--- src/rtl/uart_irq_pkg.sv ---
package uart_irq_pkg;

  localparam int ADDR_W = 3;
  localparam int NCAUSE = 4;

  typedef enum logic [ADDR_W-1:0] {
    A_DATA = 3'd0,
    A_IEN  = 3'd1,
    A_IDENT = 3'd2,
    A_RSVD = 3'd3,
    A_MCTL = 3'd4,
    A_LSTAT = 3'd5,
    A_MSTAT = 3'd6,
    A_SCR  = 3'd7
  } reg_addr_e;

  // Cause code, also the request index: higher value wins
  typedef enum logic [1:0] {
    CID_MODEM = 2'b00,
    CID_THRE  = 2'b01,
    CID_RXD   = 2'b10,
    CID_LINE  = 2'b11
  } cause_e;

endpackage

--- src/rtl/uart_irq_lsr.sv ---
module uart_irq_lsr #(
  parameter int NERR = 4
) (
  input  logic            clk,
  input  logic            rst_n,
  input  logic [NERR-1:0] err_i,
  input  logic            clr_i,
  output logic [NERR-1:0] sticky_o
);

  logic [NERR-1:0] sticky_q, sticky_d;

  always_comb begin
    sticky_d = (clr_i ? '0 : sticky_q) | err_i;
  end

  always_ff @(posedge clk or negedge rst_n) begin
    if (!rst_n) sticky_q <= '0;
    else        sticky_q <= sticky_d;
  end

  assign sticky_o = sticky_q;

endmodule

--- src/rtl/uart_irq_msr.sv ---
module uart_irq_msr #(
  parameter int NLINE = 4,
  parameter int RI_IDX = 2
) (
  input  logic             clk,
  input  logic             rst_n,
  input  logic [NLINE-1:0] ext_i,
  input  logic [NLINE-1:0] lb_i,
  input  logic             loop_i,
  input  logic             clr_i,
  output logic [NLINE-1:0] now_o,
  output logic [NLINE-1:0] prev_o,
  output logic [NLINE-1:0] delta_o
);

  logic [NLINE-1:0] prev_q, delta_q, delta_d, edge_w, now_w;

  assign now_w = loop_i ? lb_i : ext_i;

  for (genvar i = 0; i < NLINE; i++) begin : g_edge
    if (i == RI_IDX) begin : g_trail
      assign edge_w[i] = prev_q[i] & ~now_w[i];
    end else begin : g_any
      assign edge_w[i] = prev_q[i] ^ now_w[i];
    end
  end

  always_comb begin
    delta_d = (clr_i ? '0 : delta_q) | edge_w;
  end

  always_ff @(posedge clk or negedge rst_n) begin
    if (!rst_n) begin
      prev_q  <= '0;
      delta_q <= '0;
    end else begin
      prev_q  <= now_w;
      delta_q <= delta_d;
    end
  end

  assign now_o   = now_w;
  assign prev_o  = prev_q;
  assign delta_o = delta_q;

endmodule

--- src/rtl/uart_irq_prio.sv ---
module uart_irq_prio
  import uart_irq_pkg::*;
#(
  parameter int N = NCAUSE
) (
  input  logic [N-1:0] req_i,
  output logic         any_o,
  output cause_e       cid_o
);

  always_comb begin
    cid_o = CID_MODEM;
    for (int i = 0; i < N; i++) begin
      if (req_i[i]) cid_o = cause_e'(i);
    end
    any_o = |req_i;
  end

endmodule

--- src/rtl/uart_irq_core.sv ---
module uart_irq_core
  import uart_irq_pkg::*;
#(
  parameter int DW = 8
) (
  input  logic              clk,
  input  logic              rst_n,
  input  logic [ADDR_W-1:0] addr_i,
  input  logic              rd_i,
  input  logic              wr_i,
  input  logic [DW-1:0]     wdata_i,
  output logic [DW-1:0]     rdata_o,
  input  logic [DW-1:0]     rx_byte_i,
  input  logic              rx_avail_i,
  input  logic [3:0]        line_err_i,
  input  logic              tx_empty_i,
  input  logic              tx_idle_i,
  input  logic [3:0]        modem_st_i,
  output logic [3:0]        modem_ctl_o,
  output logic              irq_o
);

  localparam int MCW = 5;
  localparam int PAD = DW - 8;

  // Reset: asserted at once, released through two flops
  logic [1:0] rs_q;
  logic       rst_s_n;
  always_ff @(posedge clk or negedge rst_n) begin
    if (!rst_n) rs_q <= '0;
    else        rs_q <= {rs_q[0], 1'b1};
  end
  assign rst_s_n = rs_q[1];

  // Access decode
  logic wr_data, wr_ien, wr_mctl, wr_scr, rd_ident, rd_lstat, rd_mstat;
  assign wr_data  = wr_i & (addr_i == A_DATA);
  assign wr_ien   = wr_i & (addr_i == A_IEN);
  assign wr_mctl  = wr_i & (addr_i == A_MCTL);
  assign wr_scr   = wr_i & (addr_i == A_SCR);
  assign rd_ident = rd_i & (addr_i == A_IDENT);
  assign rd_lstat = rd_i & (addr_i == A_LSTAT);
  assign rd_mstat = rd_i & (addr_i == A_MSTAT);

  // Registers
  logic [NCAUSE-1:0] ier_q, ier_d;
  logic [MCW-1:0]    mcr_q, mcr_d;
  logic [DW-1:0]     scr_q, scr_d;
  logic              thre_q, thre_d, txe_prev_q;

  logic [3:0]   lsr_err;
  logic [3:0]   msr_now, msr_prev, msr_delta, lb_vec;
  logic [NCAUSE-1:0] req;
  logic         int_any;
  cause_e       cid;

  uart_irq_lsr #(.NERR(4)) u_lsr (
    .clk(clk), .rst_n(rst_s_n), .err_i(line_err_i),
    .clr_i(rd_lstat), .sticky_o(lsr_err)
  );

  // Loopback map {DCD,RI,DSR,CTS} <- {OUT2,OUT1,DTR,RTS}
  assign lb_vec = {mcr_q[3], mcr_q[2], mcr_q[0], mcr_q[1]};

  uart_irq_msr #(.NLINE(4), .RI_IDX(2)) u_msr (
    .clk(clk), .rst_n(rst_s_n), .ext_i(modem_st_i), .lb_i(lb_vec),
    .loop_i(mcr_q[4]), .clr_i(rd_mstat), .now_o(msr_now),
    .prev_o(msr_prev), .delta_o(msr_delta)
  );

  assign req[CID_LINE]  = ier_q[2] & (|lsr_err);
  assign req[CID_RXD]   = ier_q[0] & rx_avail_i;
  assign req[CID_THRE]  = ier_q[1] & thre_q;
  assign req[CID_MODEM] = ier_q[3] & (|msr_delta);

  uart_irq_prio #(.N(NCAUSE)) u_prio (
    .req_i(req), .any_o(int_any), .cid_o(cid)
  );

  // Next state
  logic thre_set, thre_clr;
  always_comb begin
    ier_d = wr_ien  ? wdata_i[NCAUSE-1:0] : ier_q;
    mcr_d = wr_mctl ? wdata_i[MCW-1:0]    : mcr_q;
    scr_d = wr_scr  ? wdata_i             : scr_q;
    thre_set = (tx_empty_i & ~txe_prev_q)
             | (wr_ien & wdata_i[1] & ~ier_q[1] & tx_empty_i);
    thre_clr = wr_data | (rd_ident & int_any & (cid == CID_THRE));
    thre_d   = thre_clr ? 1'b0 : (thre_q | thre_set);
  end

  always_ff @(posedge clk or negedge rst_s_n) begin
    if (!rst_s_n) begin
      ier_q      <= '0;
      mcr_q      <= '0;
      scr_q      <= '0;
      thre_q     <= 1'b0;
      txe_prev_q <= 1'b0;
    end else begin
      ier_q      <= ier_d;
      mcr_q      <= mcr_d;
      scr_q      <= scr_d;
      thre_q     <= thre_d;
      txe_prev_q <= tx_empty_i;
    end
  end

  // Read mux
  logic [7:0] rd8;
  always_comb begin
    rd8 = 8'h00;
    unique case (reg_addr_e'(addr_i))
      A_DATA:  rd8 = rx_byte_i[7:0];
      A_IEN:   rd8 = {4'h0, ier_q};
      A_IDENT: rd8 = {5'b0, cid, ~int_any};
      A_RSVD:  rd8 = 8'h00;
      A_MCTL:  rd8 = {3'b0, mcr_q};
      A_LSTAT: rd8 = {1'b0, tx_idle_i, tx_empty_i, lsr_err, rx_avail_i};
      A_MSTAT: rd8 = {msr_now, msr_delta};
      A_SCR:   rd8 = scr_q[7:0];
      default: rd8 = 8'h00;
    endcase
  end

  generate
    if (PAD > 0) begin : g_wide
      always_comb begin
        rdata_o = {{PAD{1'b0}}, rd8};
        if (addr_i == A_SCR)  rdata_o = scr_q;
        if (addr_i == A_DATA) rdata_o = rx_byte_i;
      end
    end else begin : g_byte
      assign rdata_o = rd8;
    end
  endgenerate

  assign irq_o       = int_any & mcr_q[3];
  assign modem_ctl_o = mcr_q[4] ? 4'h0 : mcr_q[3:0];

endmodule

--- config.mk ---
export PLATFORM = sky130hd
export DESIGN_NAME = uart_irq_core
export DESIGN_NICKNAME = d
export VERILOG_FILES = /design/src/rtl/uart_irq_pkg.sv /design/src/rtl/uart_irq_lsr.sv /design/src/rtl/uart_irq_msr.sv /design/src/rtl/uart_irq_prio.sv /design/src/rtl/uart_irq_core.sv
export SDC_FILE = /design/constraint.sdc
export NUM_CORES = 1
export LEC_CHECK = 0
export ABC_AREA = 1
export BUFFER_PORTS_ARGS = -buffer_cell sky130_fd_sc_hd__buf_2
export CAP_MARGIN = 0
export CORE_MARGIN = 1
export CORE_UTILIZATION = 40
export CTS_CLUSTER_SIZE = 16
export DETAILED_ROUTE_END_ITERATION = 16
export PLACE_DENSITY = 0.76
export SKIP_CTS_REPAIR_TIMING = 1
export SLEW_MARGIN = 5
export SYNTH_ARGS = -nofsm -noshare
export SYNTH_HDL_FRONTEND = slang
export SYNTH_SLANG_ARGS = --single-unit
--- constraint.sdc ---
create_clock -name clk -period 2.2 [get_ports clk]
set_input_delay 0.66 -clock clk [delete_from_list [all_inputs] [get_ports clk]]
set_output_delay 0.66 -clock clk [all_outputs]
set_load 0.02 [all_outputs]
* After elaboration in Yosys (flattened, before gate mapping) *
Index checks and enable logic that the tools add are counted.
Widths: inputs -> output; s select.

word-level totals
  register bits after elaboration = 33
  output and inout bits = 13
  input port bits = 34
  logic and storage cells = 61

cells by class
  equal/unequal tests = 8
  mux-type cells = 9
  reduce and logical (&&, ||, !) cells = 4
  bitwise gates (word level) = 31

operator list
  kind                number
  $pmux 8 s8          1
  $and 1x1->1         19
  $mux 4              4
  $eq 3x3->1 const B  4
  $reduce_or 4->1     3
  $or 4x4->4          2
  $eq 3x2->1 const B  2
  $mux 2              2
  $not 1->1           4
  $eq 3x1->1 const B  1
  $logic_not 3->1     1
  $or 1x1->1          3
  $xor 1x1->1         3
  $eq 2x1->1 const B  1
  $mux 1              2

* Logic depth before layout (Yosys ltp) *
Gate-level depths: netlist of run 1.

  word-level depth = 8
  depth in mapped cells = 9
  depth with buffers taken out = 9

* By module *
A second synthesis of run 1 with hierarchy kept.

unflattened totals
  cells, all modules = 253
  area, all modules = 1880.6 µm²

by module, submodules not included
  module         area each (µm²)  seq. area each (µm²)  cells each  times used
  uart_irq_core  1265.0           525.5                 175         1
  uart_irq_msr   434.2            200.2                 53          1
  uart_irq_lsr   148.9            100.1                 17          1
  uart_irq_prio  32.5             0.0                   8           1

* Least setup slack after synthesis of run 1 *
Ideal clock, no wire load.

  path type = in2out
  from = in addr_i[1]
  to = out rdata_o[2]
  stages = 7
  setup slack = 0.178 ns
  required time = 1.540 ns
  data arrival time = 1.362 ns
  buffers on the path = 1
  cell sequence = inv_2 > nor3_4 > buf_6 > nand2_1 > nand2_1 > nor2_1 > nand4_1

on the way
  word-level cells in the longest chain between the ends = 2
  elaborated cells on any way between the ends = 9
  classes of those cells = 7 x eq/ne; 1 x mux; 1 x reduce/logical

RTL lines
  item                                line                  RTL
  from (decl)                         uart_irq_core.sv:8    input logic [ADDR_W-1:0] addr_i,
  $eq 3x3->1 (tied with other cells)  uart_irq_core.sv:112  unique case (reg_addr_e'(addr_i))
  $pmux 8 s8 (*)                      uart_irq_core.sv:112
  to (decl)                           uart_irq_core.sv:12   output logic [DW-1:0] rdata_o,

Every way passes the cells marked *; elsewhere a longest branch is shown, timed or not.

* Final worst setup path of run 1 *
  from = in addr_i[1]
  to = out rdata_o[1]

The elaborated chain is that of the path after synthesis.

==> flow_metrics.env, run 1 <==
export IMPL_initial_core_util=0.425
export IMPL_vias=1661
export IMPL_firstDrtPassIters=4
export IMPL_rsz0062_at_grt="true"
export IMPL_min_path_type="in -> async"
export IMPL_via_per_inst=4.90
export IMPL_h_tree_depth=2
export IMPL_crit_path_cell_trace="buf_12 -> inv_8 -> nor3_4 -> nand2_1 -> nand2_1 -> nor2_1 -> nand4_1 -> buf_4"
export IMPL_synth_top_area_share=0.479
export IMPL_swShare=0.310
export IMPL_vdd_drop_max_mv=0.423
export IMPL_timing_fmax_mhz=446
export IMPL_port_buffers=46
export IMPL_startpoint="addr_i[1]"
export IMPL_finClkSkew_ps=12.1
export IMPL_synth_area_per_cell_sq_um=7.73
export IMPL_p_int_mw=1.25
export IMPL_synth_xor_area_share=0.0153
export IMPL_synthesis_nets=257
export IMPL_cpMostUsedCell="nand2_1"
export IMPL_tritoncts="built"
export IMPL_required_ps=1540
export IMPL_worstPathArrival_ps=1580
export IMPL_finalHoldViolCount=0
export IMPL_ys_warn_count=0
export IMPL_violations="negative setup slack"
export IMPL_synth_area_leaders="dfrtp_1 (48%), nand2_1 (15%), inv_1 (7.6%)"
export IMPL_layout_min_cycle_time_ps=2240
export IMPL_p_leak_nw=1.31
export IMPL_setup_viol=4
export IMPL_synthMuxAreaShare=0
export IMPL_synth_area_sq_mm=0.00172
export IMPL_power_density_mw_per_mm2=761
export IMPL_seqPwrFrac=0.422
export IMPL_netlist_top_cells_count="nand2_1 (70), inv_1 (35), dfrtp_1 (33), nor2_1 (16), nand3_1 (12)"
export IMPL_synthArstFlopShare=1.00
export IMPL_status="complete, but fails checks"
export IMPL_setup_ws_ps=-44.3
export IMPL_drt_first_iter_violations=82
export IMPL_synth_cells=223
export IMPL_synth_top_family_by_area="simple AND/OR/NAND/NOR gates"
export IMPL_clkLatencyLatePin_ps=290
export IMPL_fin_util=0.586
export IMPL_power_frac_comb=0.250
export IMPL_grt_ovfl_total=0
export IMPL_coreArea_sq_mm=0.00406
export IMPL_finalMaxSlewViolations=0
export IMPL_track_usage=0.204
export IMPL_hpwl_um=3350
export IMPL_cts_buffer_depth=2
export IMPL_cts_buffers=5
export IMPL_synth_cell_type_count=20
export IMPL_first_global_vias=1543
export IMPL_critPathLaunchType="input pin"
export IMPL_grt_max_degree=32
export IMPL_die_x_um=67.6
export IMPL_fp_dieH_um=67.6
export IMPL_p_switching_mw=0.561
export IMPL_synth_compound_area_frac=0.126
export IMPL_r2r_start="mcr_q[4]"
export IMPL_critical_path_endpoint_type="output port"
export IMPL_antenna_found_initial=0
export IMPL_clock_sinks=33
export IMPL_antenna_cells=0
export IMPL_slowest_stage="nor3_4"
export IMPL_p_clk_frac=0.328
export IMPL_synth_flop_cell="dfrtp_1"
export IMPL_power_mw=1.81
export IMPL_gp_congestion=0.901
export IMPL_max_stage_delay_ps=310
export IMPL_grt_pass1_wl_um=6690
export IMPL_cts_root_buf="clkbuf_8"
export IMPL_synth_most_common_cell="nand2_1"
export IMPL_ys_ff_latch=33
export IMPL_postRouteAntennaNets=0
export IMPL_critPathKind="in -> out"
export IMPL_drive_gt1_frac=0.370
export IMPL_synth_fa_ha_area_frac=0
export IMPL_die_area_sq_mm=0.00457
export IMPL_ios=47
export IMPL_clk_pin_slew_worst_paths_ps=70
export IMPL_synth_edff_count=0
export IMPL_synth_area_leader_cell="dfrtp_1"
export IMPL_wire_per_inst_um=13.3
export IMPL_drt_total_wl_um=4510
export IMPL_fp_row_count=23
export IMPL_maxCapViolCount=0
export IMPL_area_delta_synth_final_pct=38.1
export IMPL_yosys_area_share_simple=0.282
export IMPL_finalCritPeriodShare=1.02
export IMPL_cp_max_fo=6
export IMPL_nets=322
export IMPL_seq_area_frac_synth=0.479
export IMPL_drc=0
export IMPL_post_place_ws_ps=-104
==> final timing paths <==
kind                                    endpoint  slack (ps)  cells after the start
worst max register to register  u_msr.delta_o[0]        1060                      5
min in group clk                         rs_q[1]         370                      0
worst min-delay path                     rs_q[0]         150                      1
worst max-delay path                  rdata_o[1]         -40                      8
worst min register to register            thre_q         280                      1
max in group asynchronous               mcr_q[4]        1610                      1
==> final cells by class <==
class / instances / area [sq um]
Sequential cell: 33 / 827
Clock inverter: 2 / 37.5
Fill cell: 372 / 1680
Tap cell: 50 / 62.6
Inverter: 38 / 155
Clock buffer: 6 / 82.6
Timing Repair Buffer: 60 / 412
Multi-Input combinational cell: 150 / 803
==> registers in the layout, indices dropped and copies added (netlist names), 2 cells and up <==
name            flops
ier_q               4
mcr_q               5
rs_q                2
scr_q               8
u_lsr.sticky_o      4
u_msr.delta_o       4
u_msr.prev_o        4
==> stage by stage <==
| step | std cells | hold WS (ps) | cell area [sq um] | setup TNS [ps] |
|---|---|---|---|---|
| floorplan | 223 | 331 | 1720 | 0 |
| global placement | 326 | 266 | 2060 | -448 |
| detailed placement | 326 | 287 | 2060 | -563 |
| CTS | 334 | 139 | 2180 | -604 |
| global route | 339 | 130 | 2380 | -492 |
| finish | 339 | 145 | 2380 | -116 |
==> power by group through the flow <==
stage	clock network (mW)	registers, mW	logic [mW]
floorplan	0	0.756	0.264
global placement	0	0.765	0.392
detailed placement	0	0.768	0.400
CTS	0.603	0.757	0.402
global route	0.632	0.771	0.496
finish	0.594	0.765	0.452
==> layer usage <==
metal,up-vias,track usage,share of wire
met2,41,0.337,0.50
met5,-,0,0
li1,835,-,-
met3,18,0.0473,0.055
met4,0,0.0878,0.029
met1,767,0.253,0.42
==> worst max-delay path: cells and delay by family <==
kind / cells / cell delay (ps)
buffers and inverters: 3 / 280
AND/OR/NAND/NOR: 5 / 630
==> cell usage in the layout (no fill, tap or decap), types with 3 or more instances in the layout <==
master    count
nor2_1       14
inv_1        30
xor2_1        3
nand4_1       8
o22ai_1       3
buf_6         7
o21ai_2       8
nand3_2       5
dfrtp_1      32
o21ai_0      11
nand3_1       6
o21bai_1      7
nand2_1      64
nand2_2      10
buf_2        36
clkbuf_8      6
buf_4        15
inv_2         5
==> kinds of logic after synthesis <==
group,after synthesis
buffers and inverters,40
AOI/OAI and AO/OA,33
other,1
and+or+nand+nor,113
xor gates and xnor gates,3
DFF,33
No activity file was read; power rests on OpenSTA's default activity.
==> run 2, diff against run 1 <==
PLACE_DENSITY = 0.78   (was 0.76)
RECOVER_POWER = 100   (was not set)
REMOVE_ABC_BUFFERS = 1   (was not set)
clock period = 1.9 ns   (was 2.2 ns; I/O delays follow)
==> run 2 against run 1 <==
Net effect: non-clock buffer count increased by 1; critical path type unchanged; sequential cell count did not move; the run still ends with negative setup slack left; largest cell class unchanged; worst hold slack worse by 82 ps; utilization fell by 0.59 points; sequential power up 16%.
==> flow_metrics.env, run 2 (synthesized netlist as in run 1, its figures left out) <==
export IMPL_p_leak_nw=1.29
export IMPL_layout_min_cycle_time_ps=2100
export IMPL_wire_per_inst_um=13.8
export IMPL_hpwl_um=3350
export IMPL_port_buffers=46
export IMPL_initial_core_util=0.425
export IMPL_antenna_cells=0
export IMPL_power_frac_comb=0.258
export IMPL_r2r_setup_slack_ps=640
export IMPL_swShare=0.307
export IMPL_setup_viol=9
export IMPL_tritoncts="built"
export IMPL_grt_pass1_wl_um=6600
export IMPL_postRouteAntennaNets=0
export IMPL_largest_register_ffs=8
export IMPL_finalCritPeriodShare=1.10
export IMPL_tightestPinTransition_ps=763
export IMPL_ios=47
export IMPL_top_register="scr_q"
export IMPL_h_tree_depth=2
export IMPL_die_x_um=67.6
export IMPL_firstDrtPassIters=5
export IMPL_post_place_ws_ps=-259
export IMPL_startpoint="addr_i[2]"
export IMPL_fp_dieH_um=67.6
export IMPL_slowest_stage="nor3_4"
export IMPL_final_cell_mix="nand2_1 (63), buf_2 (34), dfrtp_1 (33), inv_1 (30), buf_4 (17)"
export IMPL_worst_path_dominant_cell_family="simple AND/OR/NAND/NOR gates"
export IMPL_vdd_drop_max_mv=0.525
export IMPL_clock_sinks=33
export IMPL_rsz0062_at_grt="true"
export IMPL_drt_first_iter_violations=113
export IMPL_maxCapViolCount=0
export IMPL_max_stage_delay_ps=320
export IMPL_critPathKind="in -> out"
export IMPL_nets=323
export IMPL_first_global_vias=1497
export IMPL_crit_path_cell_trace="buf_12 -> inv_4 -> nor3_4 -> nand2_1 -> nand2_1 -> nor2_1 -> nand4_1 -> buf_2"
export IMPL_finalNonFillerCells=340
export IMPL_required_ps=1330
export IMPL_r2r_start="u_lsr.sticky_o[1]"
export IMPL_p_clk_frac=0.322
export IMPL_violations="negative setup slack"
export IMPL_drt_total_wl_um=4700
export IMPL_worstPathArrival_ps=1530
export IMPL_antenna_found_initial=0
export IMPL_fp_row_count=23
export IMPL_grt_max_degree=32
export IMPL_cpMostUsedCell="nand2_1"
export IMPL_slew_headroom=0.492
export IMPL_coreArea_sq_mm=0.00406
export IMPL_reg_top3="scr_q: 8 flops, mcr_q: 5 flops"
export IMPL_finalMaxSlewViolations=0
export IMPL_final_common_cell="nand2_1"
export IMPL_die_area_sq_mm=0.00457
export IMPL_finClkSkew_ps=2.14
export IMPL_cts_buffer_depth=2
export IMPL_clk_pin_slew_worst_paths_ps=60
export IMPL_min_path_type="in -> async"
export IMPL_clkLatencyLatePin_ps=280
export IMPL_cts_buffers=5
export IMPL_gp_congestion=0.881
export IMPL_cp_max_fo=6
export IMPL_power_density_mw_per_mm2=892
export IMPL_track_usage=0.202
export IMPL_finalHoldViolCount=0
export IMPL_p_int_mw=1.46
export IMPL_fin_util=0.581
export IMPL_drc=0
export IMPL_cts_root_buf="clkbuf_8"
export IMPL_p_switching_mw=0.646
export IMPL_grt_ovfl_total=0
export IMPL_critPathLaunchType="input pin"
export IMPL_drive_gt1_frac=0.359
export IMPL_area_delta_synth_final_pct=36.7
export IMPL_crit_buf_inv=3
export IMPL_critical_path_endpoint_type="output port"
export IMPL_timing_fmax_mhz=477
export IMPL_seqPwrFrac=0.420
export IMPL_setup_ws_ps=-196
export IMPL_vias=1754
export IMPL_tns_ps=-1130
export IMPL_via_per_inst=5.16
export IMPL_dp_cells=326
export IMPL_status="complete, but fails checks"
-- run 2: cell type report --
| class | count | area, sq um |
|---|---|---|
| sequential | 33 | 826 |
| multi-input combinational | 150 | 787 |
| clock buffer | 7 | 86.3 |
| tap | 50 | 62.6 |
| fill | 374 | 1700 |
| timing repair buffer | 61 | 407 |
| clock inverter | 1 | 30.0 |
| inverter | 38 | 158 |
-- run 2: final timing paths --
path / end / depth (start not counted)
max: rdata_o[2] / 8
min: rs_q[0] / 1
max reg2reg: thre_q / 10
min reg2reg: rs_q[1] / 0
max in group asynchronous: scr_q[7] / 1
min in group clk: rs_q[1] / 0
-- run 2: layer usage --
metal | vias up | GRT usage | wire [um]
met4 | 0 | 0.106 | 158
met2 | 76 | 0.318 | 2300
li1 | 837 | - | -
met3 | 18 | 0.0608 | 314
met5 | - | 0 | 0
met1 | 823 | 0.247 | 1930
-- run 2: power groups by stage --
stage               registers, mW  clock network, mW  logic, mW
floorplan                   0.875                  0      0.303
global placement            0.883                  0      0.459
detailed placement          0.885                  0      0.471
CTS                         0.873              0.680      0.474
global route                0.891              0.718      0.594
finish                      0.884              0.677      0.541
-- run 2: per-stage QoR --
step           cell area, sq um  power, mW  hold WS, ps
2_1_floorplan              1700       1.18          274
3_3_place_gp               2060       1.34          263
3_5_place_dp               2060       1.36          282
4_1_cts                    2180       2.03         56.9
5_1_grt                    2360       2.20         61.6
6_report                   2360       2.10         63.2
==> run 3, diff against run 2 <==
--- a/config.mk
+++ b/config.mk
@@ -11,7 +11,8 @@
 export CORE_MARGIN = 1
 export CORE_UTILIZATION = 40
+export CTS_BUF_LIST = sky130_fd_sc_hd__clkbuf_16
 export CTS_CLUSTER_SIZE = 16
 export DETAILED_ROUTE_END_ITERATION = 16
-export PLACE_DENSITY = 0.78
+export PLACE_DENSITY = 0.77
 export RECOVER_POWER = 100
 export REMOVE_ABC_BUFFERS = 1
@@ -20,3 +21,4 @@
 export SYNTH_ARGS = -nofsm -noshare
 export SYNTH_HDL_FRONTEND = slang
+export SYNTH_HIERARCHICAL = 1
 export SYNTH_SLANG_ARGS = --single-unit
==> constraint.sdc (replaced) <==
create_clock -name clk -period 1.9 [get_ports clk]
set_input_delay 0.57 -clock clk [delete_from_list [all_inputs] [get_ports clk]]
set_output_delay 0.57 -clock clk [all_outputs]
set_load 0.05 [all_outputs]
==> run 3 against run 2 <==
Net effect: the run ends with design-rule violations, negative setup slack left; non-clock buffer count increased by 23; area after synthesis increased by 9.2%; worst hold slack about the same; sequential cell count unchanged; register-to-register slack got worse by 140 ps; cell area increased by 21%; global-route usage increased by 2.0 points; clock skew increased by 0.50 ps; critical endpoint is now rdata_o[1]; highest routed layer unchanged.
==> flow_metrics.env, run 3 <==
export IMPL_vias=1939
export IMPL_slowest_stage="dfrtp_1"
export IMPL_required_ps=1330
export IMPL_post_place_ws_ps=-342
export IMPL_drt_total_wl_um=5540
export IMPL_status="complete, but fails checks"
export IMPL_via_per_inst=4.92
export IMPL_largest_register_ffs=8
export IMPL_synthArstFlopShare=1.00
export IMPL_min_path_type="in -> async"
export IMPL_critPathKind="reg -> out"
export IMPL_cp_max_fo=2
export IMPL_fin_util=0.640
export IMPL_nets=375
export IMPL_rsz0062_at_grt="true"
export IMPL_fp_row_count=24
export IMPL_clk_pin_slew_worst_paths_ps=50
export IMPL_track_usage=0.222
export IMPL_grt_ovfl_total=0
export IMPL_synth_cells=253
export IMPL_antenna_found_initial=0
export IMPL_clkLatencyLatePin_ps=280
export IMPL_crit_buf_inv=4
export IMPL_tritoncts="built"
export IMPL_synth_area_leaders="dfrtp_1 (44%), nand2_1 (13%), inv_1 (12%)"
export IMPL_wire_per_inst_um=14.1
export IMPL_critical_path_endpoint_type="output port"
export IMPL_fp_dieH_um=70.6
export IMPL_final_common_cell="nand2_1"
export IMPL_worstPathArrival_ps=1590
export IMPL_finClkSkew_ps=2.65
export IMPL_hpwl_um=3930
export IMPL_coreArea_sq_mm=0.00444
export IMPL_synth_area_leader_cell="dfrtp_1"
export IMPL_synth_area_sq_mm=0.00188
export IMPL_drc=2
export IMPL_cts_root_buf="clkbuf_16"
export IMPL_drt_first_iter_violations=123
export IMPL_synthMuxAreaShare=0.0240
export IMPL_synth_area_per_cell_sq_um=7.43
export IMPL_synth_compound_area_frac=0.0931
export IMPL_seq_area_frac_synth=0.439
export IMPL_port_buffers=46
export IMPL_power_density_mw_per_mm2=889
export IMPL_first_global_vias=1805
export IMPL_max_stage_delay_ps=360
export IMPL_finalMaxSlewViolations=0
export IMPL_slew_headroom=0.494
export IMPL_netlist_top_cells_count="nand2_1 (66), inv_1 (62), dfrtp_1 (33), nor2_1 (13), o21ai_0 (12)"
export IMPL_clock_sinks=33
export IMPL_die_x_um=70.6
export IMPL_grt_max_degree=32
export IMPL_p_leak_nw=1.55
export IMPL_final_cell_mix="nand2_1 (56), inv_1 (48), dfrtp_1 (33), buf_4 (29), buf_2 (28)"
export IMPL_postRouteAntennaNets=0
export IMPL_grt_pass1_wl_um=8360
export IMPL_violations="design-rule violations, negative setup slack"
export IMPL_initial_core_util=0.423
export IMPL_ios=47
export IMPL_holdWs_ps=63.7
export IMPL_cts_buffer_depth=2
export IMPL_synth_xor_area_share=0
export IMPL_setup_ws_ps=-259
export IMPL_timing_fmax_mhz=463
export IMPL_tns_ps=-1970
export IMPL_maxCapViolCount=0
export IMPL_synth_most_common_cell="nand2_1"
export IMPL_synth_fa_ha_area_frac=0
export IMPL_finalCritPeriodShare=1.14
export IMPL_synth_edff_count=0
export IMPL_yosys_area_share_simple=0.294
export IMPL_vdd_drop_max_mv=0.635
export IMPL_synth_top_family_by_area="simple AND/OR/NAND/NOR gates"
export IMPL_area_delta_synth_final_pct=51.2
export IMPL_setup_viol=13
export IMPL_antenna_cells=0
export IMPL_gp_congestion=0.949
export IMPL_h_tree_depth=2
export IMPL_synth_top_area_share=0.439
export IMPL_die_area_sq_mm=0.00498
export IMPL_crit_path_cell_trace="inv_2 -> a41oi_2 -> inv_1 -> nand2_1 -> nand4_1 -> o21ai_1 -> inv_1 -> nand4_1 -> buf_6"
export IMPL_top_register="scr_q"
export IMPL_synth_cell_type_count=24
export IMPL_worst_path_dominant_cell_family="flip-flops"
export IMPL_reg_top3="scr_q: 8 flops, mcr_q: 5 flops"
export IMPL_tightestPinTransition_ps=759
export IMPL_ys_ff_latch=33
export IMPL_cts_buffers=5
export IMPL_finalHoldViolCount=0
export IMPL_ys_warn_count=6
export IMPL_layout_min_cycle_time_ps=2160
export IMPL_synth_flop_cell="dfrtp_1"
export IMPL_drive_gt1_frac=0.427
export IMPL_firstDrtPassIters=11
export IMPL_critPathLaunchType="flop"
==> run 3: per-layer routing <==
| layer | vias up | part of all wire | wire, um | global-route usage |
|---|---|---|---|---|
| li1 | 961 | - | - | - |
| met4 | 0 | 0.035 | 193 | 0.0711 |
| met2 | 64 | 0.48 | 2660 | 0.368 |
| met1 | 896 | 0.43 | 2360 | 0.284 |
| met5 | - | 0 | 0 | 0 |
| met3 | 18 | 0.060 | 332 | 0.0598 |
==> run 3: through the flow <==
stage               total power [mW]  instance area, sq um  instances
CTS                             2.36                  2500        384
finish                          2.53                  2840        394
global placement                1.58                  2360        376
detailed placement              1.60                  2360        376
floorplan                       1.34                  1850        249
global route                    2.67                  2840        394
==> run 3: cells by family (layout without fill, tap and decap cells) <==
family,count (synthesis),after routing
compound gates,31,31
buf+inv,69,158
flops,33,33
mux,3,3
other cells,1,1
simple gates,116,116
==> run 3: worst paths after layout <==
path | start | end | slack (ps) | cells after the start
max | u_lsr/sticky_o[3] | rdata_o[1] | -260 | 9
min | rst_n | rs_q[1] | 60 | 1
max reg2reg | u_lsr/sticky_o[3] | thre_q | 500 | 10
min reg2reg | rs_q[0] | rs_q[1] | 350 | 0
max in group asynchronous | rs_q[1] | scr_q[6] | 1030 | 1
min in group clk | rs_q[0] | rs_q[1] | 350 | 0
==> run 3: area by class of cell <==
type | count | area, sq um
timing repair inverter | 1 | 7.51
clock buffer | 5 | 125
clock inverter | 3 | 12.5
sequential | 33 | 826
inverter | 65 | 258
tap | 52 | 65.1
fill | 396 | 1600
multi-input combinational | 151 | 898
timing repair buffer | 84 | 652
==> run 3: power by group <==
part           total (mW)  internal (mW)  switching (mW)
logic               0.886          0.369           0.517
registers           0.898          0.811          0.0877
clock network       0.744          0.472           0.272
total                2.53           1.65           0.876
